--- src/rtl/sdr_mon_pkg.sv ---
package sdr_mon_pkg;

  localparam int NCODE = 16;

  typedef enum logic [2:0] {
    C_NOP, C_ACT, C_RD, C_WR, C_PRE, C_BST, C_OTHER
  } cmd_e;

  typedef enum logic [3:0] {
    E_NONE      = 4'd0,
    E_RRD       = 4'd1,
    E_RCD       = 4'd2,
    E_RP        = 4'd3,
    E_RAS       = 4'd4,
    E_RC        = 4'd5,
    E_RASMAX    = 4'd6,
    E_WREC      = 4'd7,
    E_DAL       = 4'd8,
    E_RDAP      = 4'd9,
    E_TURN      = 4'd10,
    E_ACTOPEN   = 4'd11,
    E_COLCLOSED = 4'd12
  } err_e;

  // Speed grade constants, picoseconds
  localparam int FAST_RRD_PS = 10000;
  localparam int FAST_RCD_PS = 15000;
  localparam int FAST_RP_PS  = 15000;
  localparam int FAST_RAS_PS = 37500;
  localparam int FAST_RC_PS  = 55000;

  localparam int MID_RRD_PS  = 12000;
  localparam int MID_RCD_PS  = 18000;
  localparam int MID_RP_PS   = 18000;
  localparam int MID_RAS_PS  = 42000;
  localparam int MID_RC_PS   = 60000;

  localparam int SLOW_RRD_PS = 15000;
  localparam int SLOW_RCD_PS = 20000;
  localparam int SLOW_RP_PS  = 20000;
  localparam int SLOW_RAS_PS = 45000;
  localparam int SLOW_RC_PS  = 65000;

  localparam int RAS_MAX_PS  = 100_000_000;

  function automatic int ps_to_clk(input int t_ps, input int per_ps);
    return (t_ps + per_ps - 1) / per_ps;
  endfunction

  // A gap of g clocks means the counter is loaded with g-1 after the opening command
  function automatic int gap_load(input int g);
    return (g > 1) ? g - 1 : 0;
  endfunction

endpackage

--- src/rtl/sdr_mon_decode.sv ---
module sdr_mon_decode
  import sdr_mon_pkg::*;
(
  input  logic cmd_sel_n,
  input  logic cmd_row_n,
  input  logic cmd_col_n,
  input  logic cmd_wr_n,
  output cmd_e cmd
);

  always_comb begin
    if (cmd_sel_n) begin
      cmd = C_NOP;
    end else begin
      case ({cmd_row_n, cmd_col_n, cmd_wr_n})
        3'b011:  cmd = C_ACT;
        3'b101:  cmd = C_RD;
        3'b100:  cmd = C_WR;
        3'b010:  cmd = C_PRE;
        3'b110:  cmd = C_BST;
        3'b111:  cmd = C_NOP;
        default: cmd = C_OTHER;
      endcase
    end
  end

endmodule

--- src/rtl/sdr_mon_bank.sv ---
module sdr_mon_bank
  import sdr_mon_pkg::*;
#(
  parameter int SW        = 5,
  parameter int LW        = 14,
  parameter int RCD_LD    = 2,
  parameter int RP_LD     = 2,
  parameter int RAS_LD    = 5,
  parameter int RC_LD     = 7,
  parameter int RASMAX_LD = 12500,
  parameter int WREC_LD   = 4,
  parameter int DAL_LD    = 7,
  parameter int RDAP_LD   = 6
) (
  input  logic             clk,
  input  logic             rst,
  input  cmd_e             cmd,
  input  logic             sel,
  input  logic             apflag,
  output logic [NCODE-1:0] hit
);

  logic          open;
  logic [SW-1:0] rcd_cnt, rp_cnt, ras_cnt, rc_cnt, wrec_cnt;
  logic [LW-1:0] life_cnt;
  err_e          act_why;

  logic is_act, is_col, is_pre;
  assign is_act = sel && (cmd == C_ACT);
  assign is_col = sel && ((cmd == C_RD) || (cmd == C_WR));
  assign is_pre = (cmd == C_PRE) && (sel || apflag);

  always_comb begin
    hit = '0;
    if (is_act) begin
      if (open) begin
        hit[E_ACTOPEN] = 1'b1;
      end else begin
        if (rp_cnt != '0) hit[act_why] = 1'b1;
        if (rc_cnt != '0) hit[E_RC]    = 1'b1;
      end
    end
    if (is_col) begin
      if (!open)              hit[E_COLCLOSED] = 1'b1;
      else if (rcd_cnt != '0) hit[E_RCD]       = 1'b1;
    end
    if (is_pre && open) begin
      if (ras_cnt != '0)  hit[E_RAS]  = 1'b1;
      if (wrec_cnt != '0) hit[E_WREC] = 1'b1;
    end
    if (open && (life_cnt == '0)) hit[E_RASMAX] = 1'b1;
  end

  always_ff @(posedge clk) begin
    if (rst) begin
      open     <= 1'b0;
      rcd_cnt  <= '0;
      rp_cnt   <= '0;
      ras_cnt  <= '0;
      rc_cnt   <= '0;
      wrec_cnt <= '0;
      life_cnt <= '0;
      act_why  <= E_RP;
    end else begin
      if (rcd_cnt  != '0) rcd_cnt  <= rcd_cnt  - 1'b1;
      if (rp_cnt   != '0) rp_cnt   <= rp_cnt   - 1'b1;
      if (ras_cnt  != '0) ras_cnt  <= ras_cnt  - 1'b1;
      if (rc_cnt   != '0) rc_cnt   <= rc_cnt   - 1'b1;
      if (wrec_cnt != '0) wrec_cnt <= wrec_cnt - 1'b1;
      if (life_cnt != '0) life_cnt <= life_cnt - 1'b1;
      if (is_act) begin
        open     <= 1'b1;
        rcd_cnt  <= SW'(RCD_LD);
        ras_cnt  <= SW'(RAS_LD);
        rc_cnt   <= SW'(RC_LD);
        wrec_cnt <= '0;
        life_cnt <= LW'(RASMAX_LD);
      end else if (is_col && open) begin
        if (cmd == C_WR) begin
          if (apflag) begin
            open    <= 1'b0;
            rp_cnt  <= SW'(DAL_LD);
            act_why <= E_DAL;
          end else begin
            wrec_cnt <= SW'(WREC_LD);
          end
        end else if (apflag) begin
          open    <= 1'b0;
          rp_cnt  <= SW'(RDAP_LD);
          act_why <= E_RDAP;
        end
      end else if (is_pre && open) begin
        open    <= 1'b0;
        rp_cnt  <= SW'(RP_LD);
        act_why <= E_RP;
      end
    end
  end

  a_r12_act_opens: assert property (@(posedge clk) disable iff (rst)
    is_act |=> open);

  a_r5_pre_closes: assert property (@(posedge clk) disable iff (rst)
    (is_pre && open && !is_act) |=> !open);

  a_r4_rcd_bound: assert property (@(posedge clk) disable iff (rst)
    rcd_cnt <= SW'(RCD_LD));

  a_r8_life_reload: assert property (@(posedge clk) disable iff (rst)
    is_act |=> (life_cnt == LW'(RASMAX_LD)));

endmodule

--- src/rtl/sdr_mon_bus.sv ---
module sdr_mon_bus
  import sdr_mon_pkg::*;
#(
  parameter int BW      = 2,
  parameter int SW      = 5,
  parameter int RRD_LD  = 1,
  parameter int TURN_LD = 6,
  parameter int CUT_LD  = 2
) (
  input  logic          clk,
  input  logic          rst,
  input  cmd_e          cmd,
  input  logic [BW-1:0] bank,
  input  logic          apflag,
  output logic          hit_rrd,
  output logic          hit_turn
);

  logic [SW-1:0] rrd_cnt, rdq_cnt, rdq_dec;
  logic [BW-1:0] rd_bank;
  logic          cut;

  assign hit_rrd  = (cmd == C_ACT) && (rrd_cnt != '0);
  assign hit_turn = (cmd == C_WR)  && (rdq_cnt != '0);
  assign rdq_dec  = (rdq_cnt != '0) ? rdq_cnt - 1'b1 : '0;
  assign cut      = (cmd == C_BST) ||
                    ((cmd == C_PRE) && (apflag || (bank == rd_bank)));

  always_ff @(posedge clk) begin
    if (rst) begin
      rrd_cnt <= '0;
      rdq_cnt <= '0;
      rd_bank <= '0;
    end else begin
      if (cmd == C_ACT)          rrd_cnt <= SW'(RRD_LD);
      else if (rrd_cnt != '0)    rrd_cnt <= rrd_cnt - 1'b1;
      if (cmd == C_RD) begin
        rdq_cnt <= SW'(TURN_LD);
        rd_bank <= bank;
      end else if (cut) begin
        rdq_cnt <= (rdq_dec < SW'(CUT_LD)) ? rdq_dec : SW'(CUT_LD);
      end else begin
        rdq_cnt <= rdq_dec;
      end
    end
  end

  a_r11_queue_bound: assert property (@(posedge clk) disable iff (rst)
    rdq_cnt <= SW'(TURN_LD));

  a_r11_cut_shrinks: assert property (@(posedge clk) disable iff (rst)
    (cut && cmd != C_RD) |=> (rdq_cnt <= SW'(CUT_LD)));

  a_r3_rrd_armed: assert property (@(posedge clk) disable iff (rst)
    (cmd == C_ACT) |=> (rrd_cnt == SW'(RRD_LD)));

endmodule

--- src/rtl/sdr_mon_report.sv ---
module sdr_mon_report
  import sdr_mon_pkg::*;
#(
  parameter int NB = 4,
  parameter int BW = 2
) (
  input  logic                     clk,
  input  logic                     rst,
  input  logic [NB-1:0][NCODE-1:0] hits,
  output logic                     viol,
  output logic [3:0]               viol_code,
  output logic [BW-1:0]            viol_bank
);

  logic          any;
  logic [3:0]    pick_code;
  logic [BW-1:0] pick_bank;

  always_comb begin
    any       = |hits;
    pick_code = '0;
    pick_bank = '0;
    for (int c = NCODE - 1; c >= 0; c--) begin
      for (int b = NB - 1; b >= 0; b--) begin
        if (hits[b][c]) begin
          pick_code = 4'(c);
          pick_bank = BW'(b);
        end
      end
    end
  end

  always_ff @(posedge clk) begin
    if (rst) begin
      viol      <= 1'b0;
      viol_code <= '0;
      viol_bank <= '0;
    end else if (!viol && any) begin
      viol      <= 1'b1;
      viol_code <= pick_code;
      viol_bank <= pick_bank;
    end
  end

  a_r13_sticky: assert property (@(posedge clk) disable iff (rst)
    viol |=> (viol && $stable(viol_code) && $stable(viol_bank)));

  a_r13_code_nonzero: assert property (@(posedge clk) disable iff (rst)
    viol |-> (viol_code != 4'd0));

  a_r13_capture: assert property (@(posedge clk) disable iff (rst)
    (any && !viol) |=> viol);

  a_r13_quiet: assert property (@(posedge clk) disable iff (rst)
    (!any && !viol) |=> !viol);

endmodule

--- src/rtl/sdr_timing_monitor.sv ---
module sdr_timing_monitor
  import sdr_mon_pkg::*;
#(
  parameter int BANK_BITS   = 2,
  parameter int CLK_PS      = 8000,
  parameter int CAS_LAT     = 3,
  parameter int BURST_LEN   = 4,
  parameter int WR_CLK      = 2,
  parameter int T_RRD_PS    = MID_RRD_PS,
  parameter int T_RCD_PS    = MID_RCD_PS,
  parameter int T_RP_PS     = MID_RP_PS,
  parameter int T_RAS_PS    = MID_RAS_PS,
  parameter int T_RC_PS     = MID_RC_PS,
  parameter int T_RASMAX_PS = RAS_MAX_PS
) (
  input  logic                 clk,
  input  logic                 rst,
  input  logic                 cmd_sel_n,
  input  logic                 cmd_row_n,
  input  logic                 cmd_col_n,
  input  logic                 cmd_wr_n,
  input  logic [BANK_BITS-1:0] cmd_bank,
  input  logic                 cmd_apflag,
  output logic                 viol,
  output logic [3:0]           viol_code,
  output logic [BANK_BITS-1:0] viol_bank
);

  localparam int NB       = 1 << BANK_BITS;
  localparam int RRD_C    = ps_to_clk(T_RRD_PS, CLK_PS);
  localparam int RCD_C    = ps_to_clk(T_RCD_PS, CLK_PS);
  localparam int RP_C     = ps_to_clk(T_RP_PS, CLK_PS);
  localparam int RAS_C    = ps_to_clk(T_RAS_PS, CLK_PS);
  localparam int RC_C     = ps_to_clk(T_RC_PS, CLK_PS);
  localparam int RASMAX_C = ps_to_clk(T_RASMAX_PS, CLK_PS);

  localparam int RRD_LD   = gap_load(RRD_C);
  localparam int RCD_LD   = gap_load(RCD_C);
  localparam int RP_LD    = gap_load(RP_C);
  localparam int RAS_LD   = gap_load(RAS_C);
  localparam int RC_LD    = gap_load(RC_C);
  localparam int WREC_LD  = gap_load(BURST_LEN - 1 + WR_CLK);
  localparam int DAL_LD   = gap_load(BURST_LEN - 1 + WR_CLK + RP_C);
  localparam int RDAP_LD  = gap_load(BURST_LEN + RP_C);
  localparam int TURN_LD  = gap_load(CAS_LAT + BURST_LEN);
  localparam int CUT_LD   = gap_load(CAS_LAT);

  localparam int SHORT_SUM = RRD_LD + RCD_LD + RP_LD + RAS_LD + RC_LD +
                             WREC_LD + DAL_LD + RDAP_LD + TURN_LD;
  localparam int SW = $clog2(SHORT_SUM + 2);
  localparam int LW = $clog2(RASMAX_C + 2);

  cmd_e cmd;
  logic hit_rrd, hit_turn;
  logic [NCODE-1:0]         bus_hit;
  logic [NB-1:0][NCODE-1:0] bank_hit;
  logic [NB-1:0][NCODE-1:0] all_hit;

  sdr_mon_decode u_decode (
    .cmd_sel_n (cmd_sel_n),
    .cmd_row_n (cmd_row_n),
    .cmd_col_n (cmd_col_n),
    .cmd_wr_n  (cmd_wr_n),
    .cmd       (cmd)
  );

  sdr_mon_bus #(
    .BW(BANK_BITS), .SW(SW), .RRD_LD(RRD_LD),
    .TURN_LD(TURN_LD), .CUT_LD(CUT_LD)
  ) u_bus (
    .clk      (clk),
    .rst      (rst),
    .cmd      (cmd),
    .bank     (cmd_bank),
    .apflag   (cmd_apflag),
    .hit_rrd  (hit_rrd),
    .hit_turn (hit_turn)
  );

  always_comb begin
    bus_hit         = '0;
    bus_hit[E_RRD]  = hit_rrd;
    bus_hit[E_TURN] = hit_turn;
  end

  for (genvar b = 0; b < NB; b++) begin : g_bank
    sdr_mon_bank #(
      .SW(SW), .LW(LW), .RCD_LD(RCD_LD), .RP_LD(RP_LD), .RAS_LD(RAS_LD),
      .RC_LD(RC_LD), .RASMAX_LD(RASMAX_C), .WREC_LD(WREC_LD),
      .DAL_LD(DAL_LD), .RDAP_LD(RDAP_LD)
    ) u_bank (
      .clk    (clk),
      .rst    (rst),
      .cmd    (cmd),
      .sel    (cmd_bank == BANK_BITS'(b)),
      .apflag (cmd_apflag),
      .hit    (bank_hit[b])
    );
    assign all_hit[b] = bank_hit[b] |
                        ((cmd_bank == BANK_BITS'(b)) ? bus_hit : '0);
  end

  sdr_mon_report #(.NB(NB), .BW(BANK_BITS)) u_report (
    .clk       (clk),
    .rst       (rst),
    .hits      (all_hit),
    .viol      (viol),
    .viol_code (viol_code),
    .viol_bank (viol_bank)
  );

  a_r2_deselect_quiet: assert property (@(posedge clk) disable iff (rst)
    (cmd_sel_n && !viol) |=> !viol);

endmodule

--- config.mk ---
export PLATFORM = sky130hd
export DESIGN_NAME = sdr_timing_monitor
export DESIGN_NICKNAME = d
export VERILOG_FILES = /design/src/rtl/sdr_mon_pkg.sv /design/src/rtl/sdr_mon_decode.sv /design/src/rtl/sdr_mon_bank.sv /design/src/rtl/sdr_mon_bus.sv /design/src/rtl/sdr_mon_report.sv /design/src/rtl/sdr_timing_monitor.sv
export SDC_FILE = /design/constraint.sdc
export NUM_CORES = 1
export LEC_CHECK = 0
export ABC_AREA = 1
export BUFFER_PORTS_ARGS = -buffer_cell sky130_fd_sc_hd__buf_2
export CAP_MARGIN = 20
export CELL_PAD_IN_SITES_DETAIL_PLACEMENT = 1
export CELL_PAD_IN_SITES_GLOBAL_PLACEMENT = 2
export CORE_UTILIZATION = 36
export DETAILED_ROUTE_END_ITERATION = 16
export PLACE_DENSITY_LB_ADDON = 0.1
export SLEW_MARGIN = 25
export SYNTH_ARGS = -nofsm -noshare
export SYNTH_HDL_FRONTEND = slang
export SYNTH_SLANG_ARGS = --single-unit
--- constraint.sdc ---
create_clock -name clk -period 3.5 [get_ports clk]
set_clock_uncertainty 0.2 [all_clocks]
set_input_delay 0.35 -clock clk [delete_from_list [all_inputs] [get_ports clk]]
set_output_delay 0.35 -clock clk [all_outputs]
set_load 0.01 [all_outputs]
Word-level counts from Yosys, hierarchy flattened
Index checks and enable logic that the tools add are counted.

storage, ports and cells
  register bits after elaboration = 217

operators by class
  add/sub/neg operators = 26
  order comparisons = 9
  equality and inequality tests = 23
  multiplexer cells = 312
  bitwise gates (word level) = 8
  reduce and logical (&&, ||, !) cells = 111

operator list
  kind                                                                                  count
  4-bit 2-to-1 mux                                                                      79
  6-bit 2-to-1 mux                                                                      47
  2-bit 2-to-1 mux                                                                      72
  6-bit nonzero test                                                                    22
  6-bit by 1-bit subtractor with 6-bit output (second input constant)                   22
  16-bit 2-to-1 mux                                                                     8
  14-bit 2-to-1 mux                                                                     8
  11-bit 2-to-1 mux                                                                     8
  1-bit 2-to-1 mux                                                                      67
  16-bit by 11-bit OR with 16-bit output                                                4
  64-bit OR reduction                                                                   1
  14-bit logical NOT                                                                    4
  14-bit nonzero test                                                                   4
  14-bit by 1-bit subtractor with 14-bit output (second input constant)                 4
  3-bit 2-to-1 mux                                                                      18
  2-bit nonzero test                                                                    21
  1-bit logical AND                                                                     32
  4-bit by 5-bit < comparator with 1-bit output (second input constant)                 4
  3-bit equality test (second input constant)                                           6
  3-bit one-hot mux with 6 select lines                                                 1
  1-bit demux with 4-bit select                                                         4
  4-bit by 1-bit greater-or-equal comparator with 1-bit output (second input constant)  4
  3-bit by 2-bit equality test with 1-bit output (second input constant)                4
  3-bit by 2-bit != test with 1-bit output (second input constant)                      4
  14 further kinds                                                                      41

Logic depth before layout (Yosys ltp)
Gate-level depths: netlist (run 1).

  word-level depth = 76
  mapped depth = 41
  mapped depth without buffers = 41

Hierarchy
From an unflattened synthesis (run 1), not the netlist that was laid out.

second synthesis, totals
  cell total of the unflattened synthesis = 1916
  area total of the unflattened synthesis = 13050.0 sq um

by module, submodules not included
  module                               times used  cells each  area an instance (sq um)  sequential area each (sq um)
  sdr_mon_bank (g_bank[0].u_bank ...)  3           370         2697.6                    960.9
  sdr_mon_bank (g_bank[3].u_bank)      1           371         2662.6                    960.9
  sdr_mon_report                       1           277         1326.3                    140.1
  sdr_mon_bus                          1           114         775.7                     280.3
  sdr_timing_monitor                   1           33          150.1                     0.0
  sdr_mon_decode                       1           11          42.5                      0.0

Worst setup path before layout (run 1)
No wires, ideal clock.

  kind = register to register
  start point = register g_bank[1].u_bank.rp_cnt[0]
  end point = register u_report.viol_bank[0]
  arrival = 2.692 ns
  required time = 3.233 ns
  setup slack = 0.540 ns
  stages on the path, launching flop included = 39
  buffers on the path = 1
  clock period less this slack = 2.960 ns
  cell sequence = dfxtp_1 > inv_1 > ha_1 > nand3_1 > clkbuf_1 > nand3_1 > nor2_1 > nor2_1 > nand4_1 > nand2_1 > nand2_1 > nand2_1 > nand2_1 > nand2_1 > nand2_1 > nand2_1 > nand2_1 > nand2_1 > [3 not listed] > nand2_1 > nand2_1 > nand2_1 > nand2_1 > nand2_1 > nand2_1 > nand2_1 > nand2_1 > nand2_1 > nand2_1 > nand2_1 > nand2_1 > nand2_1 > nand2_1 > nand2_1 > nand2_1 > nand2_1 > a21oi_2

between the ends
  longest elaborated chain between the ends = 67
  elaborated cells between the ends (all ways) = 82

RTL lines
  item                                      RTL line                  text
  start, declared                           sdr_mon_bank.sv:24        logic [SW-1:0] rcd_cnt, rp_cnt, ras_cnt, rc_cnt, wrec_cnt;
  start signal, assigned                    sdr_mon_bank.sv:66        if (rp_cnt != '0) rp_cnt <= rp_cnt - 1'b1;
  start signal, assigned                    sdr_mon_bank.sv:82        rp_cnt <= SW'(DAL_LD);
  start signal, assigned                    sdr_mon_bank.sv:89        rp_cnt <= SW'(RDAP_LD);
  6-bit nonzero test *                      sdr_mon_bank.sv:39        if (rp_cnt != '0) hit[act_why] = 1'b1;
  16-bit 2-to-1 mux *                       sdr_mon_bank.sv:39
  4-bit 2-to-1 mux                          sdr_mon_bank.sv:36        if (open) begin
  16-bit 2-to-1 mux *                       sdr_mon_bank.sv:35        if (is_act) begin
  16-bit by 11-bit OR with 16-bit output *  sdr_timing_monitor.sv:99  assign all_hit[b] = bank_hit[b] |
  2-bit 2-to-1 mux (62 in series)           sdr_mon_report.sv:25      if (hits[b][c]) begin
  end signal, assigned                      sdr_mon_report.sv:41      viol_bank <= pick_bank;
  end, declared                             sdr_mon_report.sv:12      output logic [BW-1:0] viol_bank

Every way passes the cells marked *; elsewhere a longest branch is shown, timed or not.
A chain may end at the register's enable or synchronous reset.

Worst setup path after layout (run 1)
  start point = input cmd_bank[1]
  end point = register u_report.viol_bank[1]

between the ends
  longest elaborated chain between the ends = 68
  elaborated cells between the ends (all ways) = 142

RTL lines
  item                                    RTL line                                             text
  start, declared                         sdr_timing_monitor.sv:22                             input logic [BANK_BITS-1:0] cmd_bank,
  2-bit equality test                     sdr_timing_monitor.sv:95, sdr_timing_monitor.sv:100
  1-bit logical AND                       sdr_mon_bank.sv:29                                   assign is_act = sel && (cmd == C_ACT);
  16-bit 2-to-1 mux                       sdr_mon_bank.sv:35
  16-bit by 11-bit OR with 16-bit output  sdr_timing_monitor.sv:99
  2-bit 2-to-1 mux (64 in series)         sdr_mon_report.sv:25

Several ways; a longest one is shown, not always the timed one.

==> results of run 1 <==
[timing repair]
item	in CTS	in global routing
resized for setup	0	47
hold buffers	4	0
hold endpoints to repair	5	0
endpoints found under the setup margin	0	5
setup buffers	0	3
[metrics by stage]
stage	setup TNS (ns)	util (%)	setup WS, ns	cell area [um^2]	cells
finish	0	43.20	0.2831	13250	2143
global route	-0.009921	43.20	-0.009921	13250	2143
CTS	0	42.61	0.1049	13070	2142
detailed placement	0	39.60	0.07175	12140	2090
global placement	0	39.60	0.08788	12140	2090
floorplan	0	-	0.5404	11230	1645
[synthesized netlist by cell type, types with 6 or more instances]
cell      number  area (um^2)
nand4_1       29        181.4
ha_1          38        475.5
o211ai_1       6        45.04
nor2_1       266        998.5
nor3_1        62        310.3
xor2_1        34        297.8
inv_1        257        964.7
o21ai_0       80        400.4
a211oi_1      10        75.07
clkbuf_1      22        82.58
or2_2         35        219.0
nand3_1       62        310.3
a31oi_1       17        106.4
xnor2_1       27        236.5
nor4_1        16        100.1
nand2_1      293         1100
and3_1         6        37.54
dfxtp_1      213         4264
o22ai_1        6        37.54
a21oi_1      113        565.5
[per-layer routing]
layer / routed length, um / track usage, % / vias up / share of wire, %
met5: 0 / 0 / - / 0
met4: 940 / 5.932 / 0 / 2.9
met1: 15180 / 25.69 / 5022 / 47
met3: 625 / 2.344 / 52 / 1.9
met2: 15640 / 37.34 / 79 / 48
li1: - / - / 5467 / -
[registers in the layout, summed over array words and instances, names as in the netlist]
signal	cells
u_report.viol_bank	2
g_bank.u_bank.rp_cnt	24
u_report.viol_code	4
g_bank.u_bank.life_cnt	56
u_bus.rrd_cnt	6
u_bus.rd_bank	2
g_bank.u_bank.open	4
g_bank.u_bank.ras_cnt	24
u_bus.rdq_cnt	6
g_bank.u_bank.rcd_cnt	24
u_report.viol	1
g_bank.u_bank.wrec_cnt	24
g_bank.u_bank.act_why	12
g_bank.u_bank.rc_cnt	24
[layout make-up]
| type | instances | area, um^2 | share of cell area [%] |
|---|---|---|---|
| timing repair buffer | 80 | 594.3 | 4.485 |
| sequential | 213 | 4267 | 32.20 |
| tap | 396 | 495.5 | 3.739 |
| clock buffer | 40 | 814.5 | 6.147 |
| clock inverter | 8 | 70.07 | 0.5288 |
| multi-input combinational | 1143 | 6017 | 45.41 |
| inverter | 263 | 992.2 | 7.488 |
[worst paths after layout]
check / to / cells after the start / startpoint / slack, ns
max: u_report.viol_bank[1] / 25 / cmd_bank[1] / 0.28
min: u_bus.rdq_cnt[2] / 4 / cmd_col_n / 0.04
max reg2reg: u_report.viol_bank[0] / 35 / g_bank[3].u_bank.open / 0.34
min reg2reg: g_bank[3].u_bank.life_cnt[5] / 2 / g_bank[3].u_bank.life_cnt[5] / 0.26
[power groups by stage]
stage / clock (mW) / combinational (mW) / sequential (mW)
2_1_floorplan: 0 / 4.20 / 3.77
3_3_place_gp: 0 / 5.42 / 3.89
3_5_place_dp: 0 / 5.57 / 3.91
4_1_cts: 2.85 / 5.62 / 3.87
5_1_grt: 2.94 / 6.56 / 4.00
6_report: 2.75 / 5.65 / 3.88
[critical path, cell delays in order]
cell and delay [ns]:
dlygate4sd3_1 0.53, buf_4 0.14, inv_2 0.04, nor2_1 0.21, inv_2 0.09, nor2_2 0.15
inv_2 0.09, nor4_2 0.19, nand3_1 0.13, o21ai_1 0.11, nor2_1 0.09, nand4_1 0.09
nor4_1 0.06, o21bai_1 0.19, nand3_1 0.09, nand3_1 0.08, a31oi_1 0.08, nor2_1 0.10
nor2_1 0.05, nor2_1 0.11, nor2_1 0.05, o21bai_1 0.12, a31oi_1 0.10, o21a_1 0.19
nor2_1 0.07
[kinds of logic (layout without fill, tap and decap cells)]
kind of cell	Yosys count	in the layout	synth area share (%)
fa+ha+maj	38	38	4.234
flops	213	213	37.98
xor+xnor	61	61	4.758
buf+inv	289	391	9.773
simple gates	786	786	30.38
compound gates	258	258	12.88
==> impl_results.md, run 1 <==
- Fin crit share: 91.91%
- Die H: 178.6 um
- Tot Pwr: 12.28 mW
- P per Cell Area: 926.5 nW/um^2
- Vias per inst: 4.956
- Drt initial violations: 295
- GRT Overall Usage: 20.71%
- Net count after synthesis: 1692
- Leakage power: 6.364 nW
- CTS tree: yes
- Fin. max-slew vios: 0
- Cell internal pwr: 7.242 mW
- Outcome: completed
- Peak Freq: 310.9 MHz
- GR Overflow Total: 0
- Clock slew at reported path FFs: 0.06 ns
- VDD IR max: 0.4358 mV
- Max cap viols: 0
- Register bit count reported by yosys: 213
- Most frequent cells in the layout: nand2_1 (287), nor2_1 (262), inv_1 (252)
- Routability cong.: 0.8868
- Distinct cells, synth: 49
- CTS Buffer Depth: 3
- Core Region: 30670 um^2
- Number of antenna diodes: 0
- Critical path class: primary input to flop
- Post-Syn Area: 11230 um^2
- Worst Hold Class: primary input to flop
- NetSw: 5.035 mW
- CTS HTree Levels: 1
- Final net count: 1775
- Final WL: 32380 um
- Critical Path RT: 3.77 ns
- Sequential-to-total area share from yosys stat: 37.98%
- Part of the power in the clock network: 22.4%
- Worst EP arrival: 3.49 ns
- Least-Margin Pin Slew: 0.9334 ns
- CTS buffer count: 27
- PortBufs: 15
- Root buf cell: clkbuf_16
- Slew HR: 37.24%
- Hold Worst Slack: 0.04443 ns
- Logic pwr share: 46.0%
- Global-route wire length before repair: 53280 um
- Top FF cell, synth: dfxtp_1
- Post-Synthesis Cells: 1645
- DR pass1 iterations: 4
- CP startpoint kind: primary input
- CP max FO: 5
- Commonest non-fill, non-tap cell in the layout: nand2_1
- Vias in the first global route: 10810
- Clk sink count: 213
- Syn_area_per_cell: 6.826 um^2
- Hpwl dp: 24760 um
- Horiz. Die Dim: 178.6 um
- Register share of total power: 31.6%
- Yosys warning count: 0
- WL/cell: 15.11 um
- Post-synth EDFFs: 0
- Final Hold Fails: 0
- IO Pins: 16
- Ys async rst share: 0%
- FILL cells: 3948
- Largest net degree at the start of global routing: 48
- Sw Share: 41.01%
- Number of antenna violations at the first check in global routing: 0
- Post-route ant nets: 0
- Area Overhead vs Synth: 18.01%
- Crit. End Element: flop
- Vias: 10620
- Initial Utilization: 36.61%
- Share of layout cells above drive strength 1: 11.73%
- DRC viols: 0
- Clock Latency Late Sink: 0.53 ns
- FP Rows: 64
- Die footprint: 31900 um^2
- Tmin final: 3.217 ns
- Final setup viols: 0
Note: power is estimated with default switching activity, not from simulation.
==> inputs of run 2 (changes only) <==
--- a/config.mk
+++ b/config.mk
@@ -12,6 +12,7 @@
 export CELL_PAD_IN_SITES_GLOBAL_PLACEMENT = 2
 export CORE_UTILIZATION = 36
 export DETAILED_ROUTE_END_ITERATION = 16
+export HOLD_SLACK_MARGIN = 0.06
 export PLACE_DENSITY_LB_ADDON = 0.1
 export SLEW_MARGIN = 25
 export SYNTH_ARGS = -nofsm -noshare
==> run 2 against run 1 <==
Effect of this change: combinational power about the same; critical path type unchanged; critical endpoint unchanged; final area about the same; first-iteration DRC count up 7.1%; via count down 0.17%.
==> impl_results.md, run 2 (synthesis gave the netlist of run 1 again) <==
- Routability cong.: 0.8868 (unchanged)
- PortBufs: 15 (unchanged)
- CTS Buffer Depth: 3 (unchanged)
- Hold Crit Start: cmd_apflag (was cmd_col_n)
- WL/cell: 15.10 um (was 15.11 um)
- CP max FO: 5 (unchanged)
- Critical Path RT: 3.77 ns (about the same)
- CP startpoint kind: primary input (unchanged)
- Vias: 10600 (was 10620)
- Max cap viols: 0 (unchanged)
- Hpwl dp: 24760 um (unchanged)
- Horiz. Die Dim: 178.6 um (unchanged)
- Fin crit share: 91.93% (was 91.91%)
- Final Hold Fails: 0 (unchanged)
- Final WL: 32390 um (was 32380 um)
- Biggest register: g_bank.u_bank.life_cnt (unchanged)
- Final net count: 1776 (was 1775)
- P per Cell Area: 925.9 nW/um^2 (was 926.5 nW/um^2)
- FILL cells: 3948 (unchanged)
- Cell mode on critical path: nor2_1 (unchanged)
- CTS tree: yes (unchanged)
- Most frequent cells in the layout: nand2_1 (287), nor2_1 (262), inv_1 (252) (unchanged)
- Critical Path Slowest Stage Cell: dlygate4sd3_1 (unchanged)
- Max reg flops: 56 (unchanged)
- DRC viols: 0 (unchanged)
- Tmin final: 3.218 ns (was 3.217 ns)
- IO Pins: 16 (unchanged)
- Clock slew at reported path FFs: 0.06 ns (about the same)
- Initial Utilization: 36.61% (unchanged)
- Drt initial violations: 316 (was 295)
- Global-route wire length before repair: 53280 um (unchanged)
- Worst setup startpoint: cmd_bank[1] (unchanged)
- Final setup viols: 0 (unchanged)
- DR pass1 iterations: 4 (unchanged)
- FF-to-FF Start: g_bank[3].u_bank.rp_cnt[0] (was g_bank[3].u_bank.open)
- Share of layout cells above drive strength 1: 11.73% (about the same)
- Area of placed instances: 12140 um^2 (unchanged)
- VDD IR max: 0.4358 mV (about the same)
- Commonest non-fill, non-tap cell in the layout: nand2_1 (unchanged)
- Die H: 178.6 um (unchanged)
- GR Overflow Total: 0 (unchanged)
- Leakage power: 6.365 nW (was 6.364 nW)
- Post-route ant nets: 0 (unchanged)
- FP Rows: 64 (unchanged)
- Number of antenna diodes: 0 (unchanged)
- Worst EP arrival: 3.49 ns (about the same)
- Slew HR: 37.89% (was 37.24%)
- Vias in the first global route: 10820 (was 10810)
- Least-Margin Pin Slew: 0.9238 ns (was 0.9334 ns)
- Clock Latency Late Sink: 0.54 ns (was 0.53 ns)
- Placed cells: 2090 (unchanged)
- Die footprint: 31900 um^2 (unchanged)
- Post-layout instance count excluding filler cells: 2144 (was 2143)
- Crit. End Element: flop (unchanged)
- GRT Overall Usage: 20.71% (unchanged)
- Largest net degree at the start of global routing: 48 (unchanged)
- Root buf cell: clkbuf_16 (unchanged)
- Hold Worst Slack: 0.08065 ns (was 0.04443 ns)
- Number of antenna violations at the first check in global routing: 0 (unchanged)
- CP max stage delay: 0.53 ns (about the same)
- Fin. max-slew vios: 0 (unchanged)
- Tot Pwr: 12.28 mW (about the same)
- Critical path class: primary input to flop (unchanged)
- Worst Hold Class: primary input to flop (unchanged)
- Outcome: completed (unchanged)
- Clk sink count: 213 (unchanged)
- CTS buffer count: 27 (unchanged)
- Peak Freq: 310.8 MHz (was 310.9 MHz)
- Design area: 13260 um^2 (was 13250 um^2)
- Area Overhead vs Synth: 18.10% (was 18.01%)
- Core Region: 30670 um^2 (unchanged)
- Utilization after layout: 43.24% (was 43.20%)
- CTS HTree Levels: 1 (unchanged)
- Vias per inst: 4.945 (was 4.956)
-- run 2: path summary, 6_finish.rpt --
kind | endpoint | slack (ns) | cells after the start
worst min register to register | g_bank[3].u_bank.life_cnt[5] | 0.26 | 2
worst max-delay path | u_report.viol_bank[1] | 0.28 | 25
worst max register to register | u_report.viol_bank[0] | 0.34 | 41
worst min-delay path | g_bank[3].u_bank.rp_cnt[2] | 0.08 | 3
-- run 2: per-layer routing --
layer | vias up | GRT usage [%] | part of all wire, % | wire (um)
met3 | 50 | 2.344 | 1.8 | 592
met5 | - | 0 | 0 | 0
met2 | 64 | 37.35 | 48 | 15650
li1 | 5468 | - | - | -
met4 | 0 | 5.932 | 2.9 | 932
met1 | 5020 | 25.67 | 47 | 15210
-- run 2: through the flow --
step | setup WS (ns) | setup TNS [ns]
detailed placement | 0.07175 | 0
finish | 0.2823 | 0
global route | -0.009938 | -0.009938
global placement | 0.08788 | 0
floorplan | 0.5404 | 0
CTS | 0.1049 | 0
-- run 2: power by group --
| part | total, mW | switching (mW) | internal [mW] |
|---|---|---|---|
| combinational | 5.65 | 3.36 | 2.28 |
| clock | 2.75 | 1.09 | 1.67 |
| sequential | 3.87 | 0.585 | 3.29 |
| total | 12.3 | 5.04 | 7.24 |
-- run 2: layout make-up --
cell class	instances	area (um^2)	area share [%]
Sequential cell	213	4267	32.18
Inverter	263	992.2	7.483
Multi-Input combinational cell	1143	6017	45.38
Tap cell	396	495.5	3.737
Clock inverter	8	70.07	0.5284
Clock buffer	40	814.5	6.143
Timing Repair Buffer	81	604.3	4.557
-- run 2: what timing repair did --
| item | CTS | global route |
|---|---|---|
| endpoints found under the hold margin | 5 | 0 |
| hold buffers | 5 | 0 |
| setup endpoints to repair | 0 | 5 |
| setup buffers | 0 | 3 |
| gates resized for setup | 0 | 47 |
-- run 2: worst max-delay path, delay by kind of cell --
family	cells	cell delay [ns]
and+or+nand+nor	14	1.46
AOI/OAI and AO/OA	6	0.78
buffers and inverters	5	0.89
==> inputs of run 3 (changes only) <==
==> constraint.sdc (replaced) <==
create_clock -name clk -period 3.6 [get_ports clk]
set_clock_uncertainty 0.2 [all_clocks]
set_input_delay 0.36 -clock clk [delete_from_list [all_inputs] [get_ports clk]]
set_output_delay 0.36 -clock clk [all_outputs]
set_load 0.01 [all_outputs]
==> run 3 against run 2 <==
Effect of this change: sequential share of layout area increased by 0.39 points; core utilization decreased by 0.53 points; non-clock buffer count decreased by 2; first-iteration DRC count increased by 23%; global-route usage increased by 0.25 points.
==> impl_results.md, run 3 (synthesis gave the netlist of run 1 again) <==
- Utilization after layout: 42.71% (was 43.24%)
- Max reg flops: 56 (unchanged)
- Reg-to-reg setup timing slack: 0.34 ns (about the same)
- Met2 usage: 37.65% (was 37.35%)
- CP max FO: 5 (unchanged)
- CTS tree: yes (unchanged)
- Biggest register: g_bank.u_bank.life_cnt (unchanged)
- Horiz. Die Dim: 178.6 um (unchanged)
- IO Pins: 16 (unchanged)
- CP max stage delay: 0.54 ns (was 0.53 ns)
- Cell mode on critical path: nand2_1 (was nor2_1)
- Max cap viols: 0 (unchanged)
- Tmin final: 3.279 ns
- Drt initial violations: 389 (was 316)
- GR Overflow Total: 0 (unchanged)
- DRC viols: 0 (unchanged)
- RSZ-0062 raised after global routing: yes
- Gr busiest metal: met2 (unchanged)
- CP startpoint kind: primary input (unchanged)
- Vias per inst: 4.968 (was 4.945)
- Post-route ant nets: 0 (unchanged)
- Final setup viols: 0 (unchanged)
- Path depth of the worst reg2reg path: 41 (unchanged)
- Hold depth: 4 (was 3)
- Outcome: completed (unchanged)
- Critical Path Slowest Stage Cell: dlygate4sd3_1 (unchanged)
- Worst EP arrival: 3.47 ns (was 3.49 ns)
- CTS Buffer Depth: 3 (unchanged)
- Global-route wire length before repair: 53740 um (was 53280 um)
- Fin. max-slew vios: 0 (unchanged)
- Final net count: 1774 (was 1776)
- Crit path buf inv count: 4 (was 5)
- FP Rows: 64 (unchanged)
- Slew HR: 39.43% (was 37.89%)
- Hold Crit Start: cmd_sel_n (was cmd_apflag)
- Least-Margin Pin Slew: 0.9009 ns (was 0.9238 ns)
- Area of the multi-input gates: 5939 um^2 (was 6017 um^2)
- Core Region: 30670 um^2 (unchanged)
- Fin crit share: 91.09%
- Seq. cell area: 4265 um^2 (was 4267 um^2)
- Final Hold Fails: 0 (unchanged)
- Hpwl dp: 24810 um (was 24760 um)
- Initial Utilization: 36.61% (unchanged)
- Hold Worst Slack: 0.06640 ns (was 0.08065 ns)
- Critical R2R Capture: u_report.viol_bank[0] (unchanged)
- Area Overhead vs Synth: 16.66% (was 18.10%)
- VDD IR max: 0.4431 mV (was 0.4358 mV)
- Critical path class: primary input to flop (unchanged)
- Clock Latency Late Sink: 0.53 ns (was 0.54 ns)
- Number of antenna diodes: 0 (unchanged)
- Final WL: 32490 um (was 32390 um)
- Peak Freq: 304.9 MHz
- Number of antenna violations at the first check in global routing: 0 (unchanged)
- Die H: 178.6 um (unchanged)
- Die footprint: 31900 um^2 (unchanged)
- Share of layout cells above drive strength 1: 10.26% (was 11.73%)
- Clk sink count: 213 (unchanged)
- CP top delay family: simple AND/OR/NAND/NOR gates (unchanged)
- Routability cong.: 0.9020 (was 0.8868)
- Clock slew at reported path FFs: 0.06 ns (about the same)
- CTS buffer count: 27 (unchanged)
- Met3 layer usage reported by global route: 2.515% (was 2.344%)
- DR pass1 iterations: 4 (unchanged)
- CTS HTree Levels: 1 (unchanged)
- Vias: 10640 (was 10600)
- Commonest non-fill, non-tap cell in the layout: nand2_1 (unchanged)
- GRT met1 Usage: 26.29% (was 25.67%)
- Root buf cell: clkbuf_16 (unchanged)
- Critical Path RT: 3.79 ns (was 3.77 ns)
- FILL cells: 3938 (was 3948)
- Most frequent cells in the layout: nand2_1 (290), nor2_1 (265), inv_1 (255) (was nand2_1 (287), nor2_1 (262), inv_1 (252))
- Crit. End Element: flop (unchanged)
- P per Cell Area: 892.1 nW/um^2 (was 925.9 nW/um^2)
- WL/cell: 15.18 um (was 15.10 um)
- Largest net degree at the start of global routing: 48 (unchanged)
- Leakage power: 6.304 nW (was 6.365 nW)
- FF-to-FF Start: g_bank[3].u_bank.rp_cnt[1] (was g_bank[3].u_bank.rp_cnt[0])
- PortBufs: 15 (unchanged)
- Worst Hold Class: primary input to flop (unchanged)
- Vias in the first global route: 10770 (was 10820)
- Hold path endpoint: g_bank[1].u_bank.open (was g_bank[3].u_bank.rp_cnt[2])
- GRT Overall Usage: 20.96% (was 20.71%)
## run 3: changes by cell type in the layout (fill, tap and decap cells not counted), moves of 3 or more
cell      previous run  this run
nor2_2               5         1
buf_4               64        60
nand2_2              7         3
nor2_1             262       265
nor3_1              55        58
inv_2                9         6
inv_1              252       255
nand2_1            287       290
clkbuf_8             9         4
nor4_1              13        16
clkbuf_1             4         9
nor3_2               6         2
buf_2               11        14
## run 3: repair_timing
| item | in CTS | in global routing |
|---|---|---|
| endpoints found under the setup margin | 0 | 1 |
| gates resized for setup | 0 | 25 |
| hold buffers | 4 | 0 |
| setup buffers | 0 | 6 |
| hold endpoints to repair | 3 | 0 |
## run 3: routing by layer
metal	part of all wire [%]	routed length [um]
met1	46	14920
met2	48	15740
met3	3.0	964
met4	2.7	868
met5	0	0
## run 3: layout make-up
cell class | count | area share, %
Clock buffer | 40 | 5.836
Clock inverter | 7 | 0.4585
Inverter | 263 | 7.632
Multi-Input combinational cell | 1143 | 45.34
Sequential cell | 213 | 32.56
Tap cell | 396 | 3.783
Timing Repair Buffer | 79 | 4.384
## run 3: how the worst max path moves through the flow
stage | cells after the start | endpoint | slack, ns | from
detailed placement | 37 | u_report.viol_bank[0] | 0.07 | cmd_sel_n
global placement | 37 | u_report.viol_bank[0] | 0.12 | cmd_sel_n
floorplan | 38 | u_report.viol_bank[0] | 0.64 | g_bank[1].u_bank.rp_cnt[0]
finish | 42 | u_report.viol_bank[0] | 0.32 | cmd_bank[1]
CTS | 38 | u_report.viol_bank[0] | 0.11 | cmd_wr_n
global route | 41 | u_report.viol_bank[0] | -0.17 | g_bank[3].u_bank.rp_cnt[1]
## run 3: worst min-delay path, stage by stage
cell	delay, ns
buf_2	0.14
nor3_4	0.08
nand2_4	0.10
a21oi_1	0.07
## run 3: power breakdown
group	internal [mW]	switching [mW]	total (mW)
logic	2.17	3.19	5.36
registers	3.20	0.565	3.76
clock network	1.52	1.04	2.57
total	6.89	4.80	11.7
## run 3: stage by stage
stage | power (mW) | TNS, ns | cells | cell area, um^2 | setup WS [ns]
final | 11.69 | 0 | 2141 | 13100 | 0.3207
after global routing | 12.88 | -0.1688 | 2141 | 13100 | -0.1688
after CTS | 11.84 | 0 | 2136 | 12970 | 0.1087
after detailed placement | 9.182 | 0 | 2085 | 12110 | 0.07349
after global placement | 9.012 | 0 | 2085 | 12110 | 0.1169
after floorplan | 7.754 | 0 | 1645 | 11230 | 0.6404
